**config.mk**
```make
export PLATFORM = sky130hd
export DESIGN_NAME = lcdc_regbank
export DESIGN_NICKNAME = d
export VERILOG_FILES = /design/src/rtl/lcdc_pkg.sv /design/src/rtl/lcdc_addr_decode.sv /design/src/rtl/lcdc_geom_decode.sv /design/src/rtl/lcdc_irq_status.sv /design/src/rtl/lcdc_regbank.sv
export SDC_FILE = /design/constraint.sdc
export NUM_CORES = 1
export LEC_CHECK = 0
export CORE_UTILIZATION = 42
export CTS_CLUSTER_SIZE = 30
export DETAILED_ROUTE_END_ITERATION = 10
export PLACE_DENSITY = 0.69
export SLEW_MARGIN = 20
export SYNTH_ARGS = -nofsm -noshare
export SYNTH_HDL_FRONTEND = slang
export SYNTH_SLANG_ARGS = --single-unit
export TNS_END_PERCENT = 10
```
**constraint.sdc**
```tcl
create_clock -name clk -period 9.42 [get_ports clk]
set_clock_uncertainty 0.1 [all_clocks]
set_input_delay 1.413 -clock clk [delete_from_list [all_inputs] [get_ports clk]]
set_output_delay 1.413 -clock clk [all_outputs]
set_load 0.03 [all_outputs]
```
**src/rtl/lcdc_pkg.sv**
```systemverilog
package lcdc_pkg;

  localparam int PPL_W  = 11;
  localparam int LINE_W = 11;

  typedef enum logic [3:0] {
    SEL_TIM   = 4'd0,
    SEL_UPB   = 4'd1,
    SEL_LPB   = 4'd2,
    SEL_MASK  = 4'd3,
    SEL_CTRL  = 4'd4,
    SEL_RAW   = 4'd5,
    SEL_MSTAT = 4'd6,
    SEL_CLR   = 4'd7,
    SEL_UPCUR = 4'd8,
    SEL_LPCUR = 4'd9,
    SEL_ID    = 4'd10,
    SEL_NONE  = 4'd11
  } reg_sel_e;

  // Identification byte for slot idx of the top eight words.
  function automatic logic [7:0] id_byte(input logic [2:0] idx);
    case (idx)
      3'd0:    id_byte = 8'h10;
      3'd1:    id_byte = 8'h11;
      3'd2:    id_byte = 8'h04;
      3'd3:    id_byte = 8'h00;
      3'd4:    id_byte = 8'h0D;
      3'd5:    id_byte = 8'hF0;
      3'd6:    id_byte = 8'h05;
      default: id_byte = 8'hB1;
    endcase
  endfunction

endpackage

```
**src/rtl/lcdc_addr_decode.sv**
```systemverilog
module lcdc_addr_decode
  import lcdc_pkg::*;
#(
  parameter int AW = 10
) (
  input  logic [AW-1:0] addr,
  input  logic          swap,
  output reg_sel_e      sel,
  output logic [1:0]    tim_idx,
  output logic [2:0]    id_idx
);

  localparam logic [AW-1:0] ID_FIRST = AW'((1 << AW) - 8);

  always_comb begin
    tim_idx = addr[1:0];
    id_idx  = addr[2:0];
    sel     = SEL_NONE;
    if (addr >= ID_FIRST) begin
      sel = SEL_ID;
    end else if (addr < AW'(4)) begin
      sel = SEL_TIM;
    end else if (addr == AW'(4)) begin
      sel = SEL_UPB;
    end else if (addr == AW'(5)) begin
      sel = SEL_LPB;
    end else if (addr == AW'(6)) begin
      sel = swap ? SEL_CTRL : SEL_MASK;
    end else if (addr == AW'(7)) begin
      sel = swap ? SEL_MASK : SEL_CTRL;
    end else if (addr == AW'(8)) begin
      sel = SEL_RAW;
    end else if (addr == AW'(9)) begin
      sel = SEL_MSTAT;
    end else if (addr == AW'(10)) begin
      sel = SEL_CLR;
    end else if (addr == AW'(11)) begin
      sel = SEL_UPCUR;
    end else if (addr == AW'(12)) begin
      sel = SEL_LPCUR;
    end
  end

endmodule

```
**src/rtl/lcdc_geom_decode.sv**
```systemverilog
module lcdc_geom_decode
  import lcdc_pkg::*;
(
  input  logic [5:0]        ppl_field,
  input  logic [9:0]        lines_field,
  output logic [PPL_W-1:0]  pixels_per_line,
  output logic [LINE_W-1:0] active_lines
);

  logic [PPL_W-3:0] ppl_quads;

  always_comb begin
    ppl_quads       = {1'b0, ppl_field, 2'b00} + (PPL_W-2)'(4);
    pixels_per_line = {ppl_quads, 2'b00};
    active_lines    = {1'b0, lines_field} + LINE_W'(1);
  end

endmodule

```
**src/rtl/lcdc_irq_status.sv**
```systemverilog
module lcdc_irq_status #(
  parameter int N = 5
) (
  input  logic         clk,
  input  logic         rst_n,
  input  logic [N-1:0] evt,
  input  logic         clr_en,
  input  logic [N-1:0] clr_bits,
  input  logic         mask_we,
  input  logic [N-1:0] mask_wdata,
  output logic [N-1:0] raw,
  output logic [N-1:0] mask,
  output logic         irq
);

  logic [N-1:0] raw_d;
  logic [N-1:0] mask_d;

  always_comb begin
    raw_d = raw;
    if (clr_en) raw_d = raw_d & ~clr_bits;
    raw_d  = raw_d | evt;
    mask_d = mask_we ? mask_wdata : mask;
  end

  always_ff @(posedge clk or negedge rst_n) begin
    if (!rst_n) begin
      raw  <= '0;
      mask <= '0;
    end else begin
      raw  <= raw_d;
      mask <= mask_d;
    end
  end

  assign irq = |(raw & mask);

  p_set_wins_r8: assert property (@(posedge clk) disable iff (!rst_n)
    (|evt) |=> ((raw & $past(evt)) == $past(evt)));

  p_clear_w1c_r8: assert property (@(posedge clk) disable iff (!rst_n)
    (clr_en && !(|(clr_bits & evt))) |=> ((raw & $past(clr_bits)) == '0));

  p_irq_follows_r7: assert property (@(posedge clk) disable iff (!rst_n)
    ((|(evt & mask)) && !mask_we) |=> irq);

endmodule

```
**src/rtl/lcdc_regbank.sv**
```systemverilog
module lcdc_regbank
  import lcdc_pkg::*;
#(
  parameter int AW    = 10,
  parameter int DW    = 32,
  parameter int N_IRQ = 5
) (
  input  logic              clk,
  input  logic              rst_n,
  input  logic              bus_wr,
  input  logic              bus_rd,
  input  logic [AW-1:0]     bus_addr,
  input  logic [DW-1:0]     bus_wdata,
  output logic [DW-1:0]     bus_rdata,
  output logic              bus_err,
  input  logic              layout_swap,
  input  logic [N_IRQ-1:0]  irq_event,
  input  logic [DW-1:0]     upper_cur_addr,
  input  logic [DW-1:0]     lower_cur_addr,
  output logic              irq,
  output logic              cfg_changed,
  output logic [DW-1:0]     upper_base,
  output logic [DW-1:0]     lower_base,
  output logic [PPL_W-1:0]  pixels_per_line,
  output logic [LINE_W-1:0] active_lines,
  output logic [2:0]        bpp_code,
  output logic              bgr_order,
  output logic              be_bytes,
  output logic              be_pixels,
  output logic              display_en
);

  localparam int N_TIM = 4;
  localparam int EN_BIT = 0;
  localparam int PWR_BIT = 11;

  // Reset: asserted asynchronously, released through two flops.
  logic rst_meta, rst_sync_n;
  always_ff @(posedge clk or negedge rst_n) begin
    if (!rst_n) begin
      rst_meta   <= 1'b0;
      rst_sync_n <= 1'b0;
    end else begin
      rst_meta   <= 1'b1;
      rst_sync_n <= rst_meta;
    end
  end

  reg_sel_e   sel;
  logic [1:0] tim_idx;
  logic [2:0] id_idx;

  lcdc_addr_decode #(.AW(AW)) u_dec (
    .addr    (bus_addr),
    .swap    (layout_swap),
    .sel     (sel),
    .tim_idx (tim_idx),
    .id_idx  (id_idx)
  );

  logic [DW-1:0]    tim_q [N_TIM];
  logic [DW-1:0]    upb_q, lpb_q, ctrl_q;
  logic [N_TIM-1:0] tim_we;
  logic             upb_we, lpb_we, ctrl_we, mask_we, clr_en;
  logic             writable, unmapped;
  logic [DW-1:0]    rdata_d;
  logic             err_d, cfg_d;
  logic [N_IRQ-1:0] raw, mask;

  // Next-state and strobe decode
  always_comb begin
    tim_we   = '0;
    upb_we   = bus_wr && (sel == SEL_UPB);
    lpb_we   = bus_wr && (sel == SEL_LPB);
    ctrl_we  = bus_wr && (sel == SEL_CTRL);
    mask_we  = bus_wr && (sel == SEL_MASK);
    clr_en   = bus_wr && (sel == SEL_CLR);
    if (bus_wr && (sel == SEL_TIM)) tim_we[tim_idx] = 1'b1;
    writable = (sel == SEL_TIM) || (sel == SEL_UPB) || (sel == SEL_LPB) ||
               (sel == SEL_MASK) || (sel == SEL_CTRL) || (sel == SEL_CLR);
    unmapped = (sel == SEL_NONE);
    err_d    = (bus_wr || bus_rd) && unmapped;
    cfg_d    = bus_wr && writable;
    case (sel)
      SEL_TIM:   rdata_d = tim_q[tim_idx];
      SEL_UPB:   rdata_d = upb_q;
      SEL_LPB:   rdata_d = lpb_q;
      SEL_MASK:  rdata_d = DW'(mask);
      SEL_CTRL:  rdata_d = ctrl_q;
      SEL_RAW:   rdata_d = DW'(raw);
      SEL_MSTAT: rdata_d = DW'(raw & mask);
      SEL_UPCUR: rdata_d = upper_cur_addr;
      SEL_LPCUR: rdata_d = lower_cur_addr;
      SEL_ID:    rdata_d = DW'(id_byte(id_idx));
      default:   rdata_d = '0;
    endcase
  end

  // Registers, each with its own clock enable
  for (genvar g = 0; g < N_TIM; g++) begin : g_tim
    always_ff @(posedge clk or negedge rst_sync_n) begin
      if (!rst_sync_n)    tim_q[g] <= '0;
      else if (tim_we[g]) tim_q[g] <= bus_wdata;
    end
  end

  always_ff @(posedge clk or negedge rst_sync_n) begin
    if (!rst_sync_n) begin
      upb_q  <= '0;
      lpb_q  <= '0;
      ctrl_q <= '0;
    end else begin
      if (upb_we)  upb_q  <= bus_wdata;
      if (lpb_we)  lpb_q  <= bus_wdata;
      if (ctrl_we) ctrl_q <= bus_wdata;
    end
  end

  always_ff @(posedge clk or negedge rst_sync_n) begin
    if (!rst_sync_n) begin
      bus_rdata   <= '0;
      bus_err     <= 1'b0;
      cfg_changed <= 1'b0;
    end else begin
      if (bus_rd) bus_rdata <= rdata_d;
      bus_err     <= err_d;
      cfg_changed <= cfg_d;
    end
  end

  lcdc_irq_status #(.N(N_IRQ)) u_irq (
    .clk        (clk),
    .rst_n      (rst_sync_n),
    .evt        (irq_event),
    .clr_en     (clr_en),
    .clr_bits   (bus_wdata[N_IRQ-1:0]),
    .mask_we    (mask_we),
    .mask_wdata (bus_wdata[N_IRQ-1:0]),
    .raw        (raw),
    .mask       (mask),
    .irq        (irq)
  );

  lcdc_geom_decode u_geom (
    .ppl_field       (tim_q[0][7:2]),
    .lines_field     (tim_q[1][9:0]),
    .pixels_per_line (pixels_per_line),
    .active_lines    (active_lines)
  );

  assign upper_base = upb_q;
  assign lower_base = lpb_q;
  assign bpp_code   = ctrl_q[3:1];
  assign bgr_order  = ctrl_q[8];
  assign be_bytes   = ctrl_q[9];
  assign be_pixels  = ctrl_q[10];
  assign display_en = ctrl_q[EN_BIT] && ctrl_q[PWR_BIT];

  p_err_pulse_r11: assert property (@(posedge clk) disable iff (!rst_sync_n)
    ((bus_wr || bus_rd) && (sel == SEL_NONE)) |=> bus_err);

  p_err_quiet_r11: assert property (@(posedge clk) disable iff (!rst_sync_n)
    !(bus_wr || bus_rd) |=> !bus_err);

  p_cfg_quiet_r12: assert property (@(posedge clk) disable iff (!rst_sync_n)
    !bus_wr |=> !cfg_changed);

  p_ctrl_hold_r5: assert property (@(posedge clk) disable iff (!rst_sync_n)
    !ctrl_we |=> $stable(bpp_code) && $stable(display_en));

endmodule

```
### Yosys cells after proc, flatten, opt, wreduce, memory -nomap -nowiden

Index checks and enable logic that the tools add are counted.
Widths: inputs -> output; s select.

* bits of input ports: 116
* word-level logic and storage cells: 94
* output and inout bits: 128
* bits in registers: 270

* magnitude comparators: 5
* bitwise gates (word level): 6
* equality and inequality tests: 26
* add/subtract/negate cells: 2
* mux-type cells: 22
* reductions and logical operators: 19

Operators with widths (number)
* $pmux 32 s10: 1
* $bmux 32 s2: 1
* $mux 32: 2
* $pmux 8 s7: 1
* $eq 10x4->1 const B: 5
* $mux 4: 11
* $eq 10x3->1 const B: 4
* $eq 4x3->1 const B: 4
* $eq 4x4->1 const B: 4
* $and 5x5->5: 3
* $add 10x1->11 const B: 1
* $ge 10x10->1 const B: 1
* $logic_and 1x1->1: 10
* $lt 10x3->1 const B: 1
* $add 8x3->9 const B: 1
* $eq 3x3->1 const B: 3
* $eq 4x2->1 const B: 2
* $eq 3x2->1 const B: 2
* $logic_or 1x1->1: 6
* $mux 3: 2
* $mux 5: 1
* $not 5->5: 1
* $or 5x5->5: 1
* $reduce_or 5->1: 1
* other kinds (11): 11

### Longest topological paths before layout

* depth after elaboration: 19
* gate-level depth with buffers: 9
* mapped depth without buffers: 6

### Cells and area by module

Synthesis repeated with hierarchy kept, for this count alone.

* cells, all modules: 902
* area, all modules: 12569.6 um2

Modules (own cells, without submodules)
* lcdc_regbank: area each 11712.5 um2, seq. area each 6506.2 um2, cells an instance 806, instances 1
* lcdc_irq_status: area each 384.1 um2, seq. area each 250.2 um2, cells an instance 28, instances 1
* lcdc_geom_decode: area each 272.8 um2, seq. area each 0.0 um2, cells an instance 38, instances 1
* lcdc_addr_decode: area each 200.2 um2, seq. area each 0.0 um2, cells an instance 30, instances 1

### Least setup slack after synthesis

Ideal clock, no wire load.

* path kind: input-to-reg
* start point: input bus_addr[7]
* end point: register tim_q[119] in the netlist's numbering
* path buffers: 1
* stages on the path: 6
* slack: 6052 ps
* setup time: 125 ps
* data required time: 9195 ps
* data arrival time: 3143 ps
* path through: or4_4 nor2_4 nand3_1 nor3_2 buf_4 mux2_2

* longest elaborated chain between the ends: 15
* elaborated cells on any way between the ends: 25
* those cells by class: 2 x order compare; 9 x eq/ne; 12 x mux; 2 x reduce/logical

Ends and longest elaborated chain
* start: declaration: line lcdc_regbank.sv:12 `input logic [AW-1:0] bus_addr,`
* $eq 10x4->1: line lcdc_addr_decode.sv:39 `end else if (addr == AW'(12)) begin`
* $mux 2: line lcdc_addr_decode.sv:39
* $mux 4: line lcdc_addr_decode.sv:37 `end else if (addr == AW'(11)) begin`
* $mux 4: line lcdc_addr_decode.sv:35 `end else if (addr == AW'(10)) begin`
* $mux 4: line lcdc_addr_decode.sv:33 `end else if (addr == AW'(9)) begin`
* $mux 4: line lcdc_addr_decode.sv:31 `end else if (addr == AW'(8)) begin`
* $mux 4: line lcdc_addr_decode.sv:29 `end else if (addr == AW'(7)) begin`
* $mux 4: line lcdc_addr_decode.sv:27 `end else if (addr == AW'(6)) begin`
* $mux 4: line lcdc_addr_decode.sv:25 `end else if (addr == AW'(5)) begin`
* $mux 4: line lcdc_addr_decode.sv:23 `end else if (addr == AW'(4)) begin`
* $mux 4: line lcdc_addr_decode.sv:21 `end else if (addr < AW'(4)) begin`
* $mux 4 *: line lcdc_addr_decode.sv:19 `if (addr >= ID_FIRST) begin`
* $logic_not 4->1 *: line lcdc_regbank.sv:78 `if (bus_wr && (sel == SEL_TIM)) tim_we[tim_idx] = 1'b1;`
* $logic_and 1x1->1 *: line lcdc_regbank.sv:78
* $mux 4 *: line lcdc_regbank.sv:78
* end signal: indexed assignment: line lcdc_regbank.sv:103 `else if (tim_we[g]) tim_q[g] <= bus_wdata;`
* end: declaration: line lcdc_regbank.sv:61 `logic [DW-1:0] tim_q [N_TIM];`

Mark *: on every way between the ends. The rest lies on a longest branch, timed or not.
A chain may end at the register's enable or synchronous reset.

### Worst setup path after layout

* start point: input bus_addr[3]
* end point: register tim_q[20] in the netlist's numbering

Same word-level chain as after synthesis.

==> flow_summary.json <==
{
  "status": "finished clean",
  "ys_seq_elements": 270,
  "dp_cells": 1534,
  "vias": 9249,
  "hold_end": "rst_sync_n",
  "post-cts-setup-buffers": 0,
  "setup_viol": 0,
  "worstPathMaxFanout": 35,
  "clk_pin_slew_ps": 60,
  "r2r-end": "bus_rdata[31]",
  "syn_to_final_growth_pct": 29.0,
  "start_util_pct": 42.7,
  "grt_max_degree": 74,
  "grt_pass1_wl_microns": 56000,
  "drive_gt1_share_pct": 23.7,
  "synth_cell_types": 64,
  "slew_viol_final": 0,
  "worstHoldPathType": "flip-flop to flip-flop",
  "start_kind": "input port",
  "r2r-start": "rst_sync_n",
  "syn_inst": 962,
  "powerDensity_mw_per_mm2": 153,
  "tns_ps": 0,
  "rrSetupSlack_ps": 6660,
  "n_antenna_cell": 0,
  "r2r_cells": 2,
  "top_usage_layer": "met2",
  "cts-hold-fix-buffers": 0,
  "viasPerCell": 5.83,
  "clock-root-buffer": "clkbuf_16",
  "clock_sinks": 270,
  "min_period_over_period_pct": 51.6,
  "tightest_slew_ps": 1110,
  "grtUsageMet3_pct": 4.89,
  "clk_latency_ps": 540,
  "cts_resized": 0,
  "synthFlopType": "dfrtp_1",
  "wl_per_cell_microns": 22.3,
  "die_height_microns": 176,
  "fin_nets": 1293,
  "dp_hpwl_microns": 22600,
  "rows": 63,
  "overflow": 0,
  "p_total_w": 0.00249,
  "cap_violations": 0,
  "coreArea_sq_mm": 0.0296,
  "hold-path-cell-count": 0,
  "first_pass_iters": 8,
  "worstPathArrival_ps": 5180,
  "use_met1_pct": 32.2,
  "critPathKind": "input port to flip-flop",
  "p_leak_nw": 7.27,
  "instances_no_fill": 1587,
  "port_buffers": 239,
  "globalplace.congestion": 0.836,
  "synth_async_sr_flop_share_pct": 100,
  "cts_buffers": 28,
  "end_kind": "flip-flop",
  "htreeDepth": 1,
  "cts_tree": "yes",
  "drt_first_iter_violations": 764,
  "wl_microns": 35400,
  "worstPathRequired_ps": 9740,
  "grt_pass1_vias": 9533,
  "fmax_mhz": 206,
  "ys_seq_area_share_pct": 53.4,
  "antenna_found_initial": 0,
  "die_area_sq_mm": 0.0308,
  "grt_usage_pct": 23.4,
  "final_antenna_net_count": 0,
  "avgSynthCellArea_sq_um": 13.2,
  "fin_ws_ps": 4550,
  "synth_edf_count": 0,
  "die_w_microns": 176,
  "maxSlewHeadroom_pct": 26.0,
  "yosysWarnings": 0,
  "min_from": "rst_meta",
  "netlist_area_sq_mm": 0.0127,
  "hold_violations": 0,
  "period_minus_slack_ps": 4870,
  "max-clock-path-buffers": 3,
  "io_pins": 244,
  "irDropWorstVdd_v": 0.000118,
  "grt_use_met2_pct": 38.1,
  "drc_errors": 0,
  "rsz0062_at_grt": "no",
  "pre_cts_ws_ps": 3740
}
layout make-up:
type	instances	area, sq um
tap	390	488
fill	2507	13300
multi-input combinational	589	5480
timing repair buffer	252	2520
inverter	34	128
clock inverter	15	108
sequential	270	6760
clock buffer	37	836
routing by layer:
metal	wire, microns	part of all wire, %
met3	2590	7.3
met2	17000	48
met4	699	2.0
met1	15200	43
met5	0	0
report_power, final:
part	internal, W	switching, W	total, W
combinational	0.0000851	0.000104	0.000189
clock	0.000649	0.000463	0.00111
sequential	0.00118	0.0000152	0.00119
cells by family after synthesis:
group                      after synthesis  share of synthesized area [%]
AOI/OAI and AO/OA                      169                           9.90
xor gates and xnor gates                14                          0.969
adders and majority gates                2                          0.198
buffers and inverters                  106                           3.90
DFF                                    270                           53.4
muxes                                  265                           26.2
other                                    2                         0.0594
and+or+nand+nor                        134                           5.33
registers in the layout, indices dropped and copies added, names as in the netlist:
signal	cells
tim_q	128
rst_sync_n	1
bus_rdata	32
upper_base	32
ctrl_q	32
u_irq.raw	5
cfg_changed	1
lower_base	32
rst_meta	1
u_irq.mask	5
bus_err	1
through the flow:
stage | util, % | hold slack (ps) | area (sq um)
final | 55.0 | 250 | 16300
after global routing | 55.0 | 271 | 16300
after CTS | 54.9 | 253 | 16300
after detailed placement | 51.8 | 238 | 15300
after global placement | 51.7 | 237 | 15300
after floorplan | - | 231 | 12700
cell usage in the layout, fill, tap and decap left out, types with 4 or more instances in the layout:
master and count:
and3_1 10, a22oi_1 8, a221oi_1 27, conb_1 5
dfrtp_1 269, nor2_4 6, clkinv_2 11, o21ai_0 10
nand2_1 48, nand3_1 22, mux2_1 67, buf_4 12
a21o_1 8, xor2_1 4, a222oi_1 26, clkdlybuf4s50_1 236
nand2b_1 8, inv_1 34, a21oi_1 35, xnor2_1 10
mux2_2 166, o22ai_1 28, clkbuf_16 29, clkbuf_8 8
nor2_1 15, mux4_2 30
how the worst max path moves through the flow:
| stage | startpoint | end | slack, ps | cells after the start |
|---|---|---|---|---|
| 2_1_floorplan | rst_sync_n | bus_err | 1240 | 0 |
| 3_3_place_gp | bus_addr[3] | upper_base[10] | 3800 | 6 |
| 3_5_place_dp | bus_addr[3] | upper_base[11] | 3740 | 6 |
| 4_1_cts | bus_addr[3] | upper_base[11] | 4300 | 6 |
| 5_1_grt | bus_addr[3] | tim_q[78] | 4340 | 5 |
| 6_report | bus_addr[3] | tim_q[20] | 4550 | 5 |
synthesized netlist by cell type (3+ instances only):
cell type / count / area, sq um
nand3_1: 23 / 115
a221oi_1: 27 / 236
nor3b_1: 3 / 22.5
a21o_1: 8 / 60.1
buf_6: 3 / 33.8
and3_1: 10 / 62.6
mux4_2: 30 / 676
buf_4: 11 / 82.6
xor2_1: 4 / 35.0
nor2_1: 19 / 71.3
buf_2: 25 / 125
a222oi_1: 26 / 260
nand2_1: 49 / 184
xnor2_1: 10 / 87.6
inv_1: 34 / 128
o22ai_1: 28 / 175
nor2b_1: 3 / 18.8
a21oi_1: 35 / 175
clkbuf_1: 29 / 109
dfrtp_1: 270 / 6760
a32o_1: 3 / 30.0
mux2_2: 166 / 1870
nand2b_1: 8 / 50.1
nor3_1: 3 / 15.0
buf_1: 4 / 15.0
mux2_1: 67 / 754
a32oi_1: 3 / 26.3
o21ai_0: 10 / 50.1
a22oi_1: 8 / 60.1
critical path: stages:
cell and delay, ps:
clkdlybuf4s50_1 810, nor2_4 980, nand3_1 530, nor2_4 990, mux2_2 430
(Power assumes the default switching activity.)
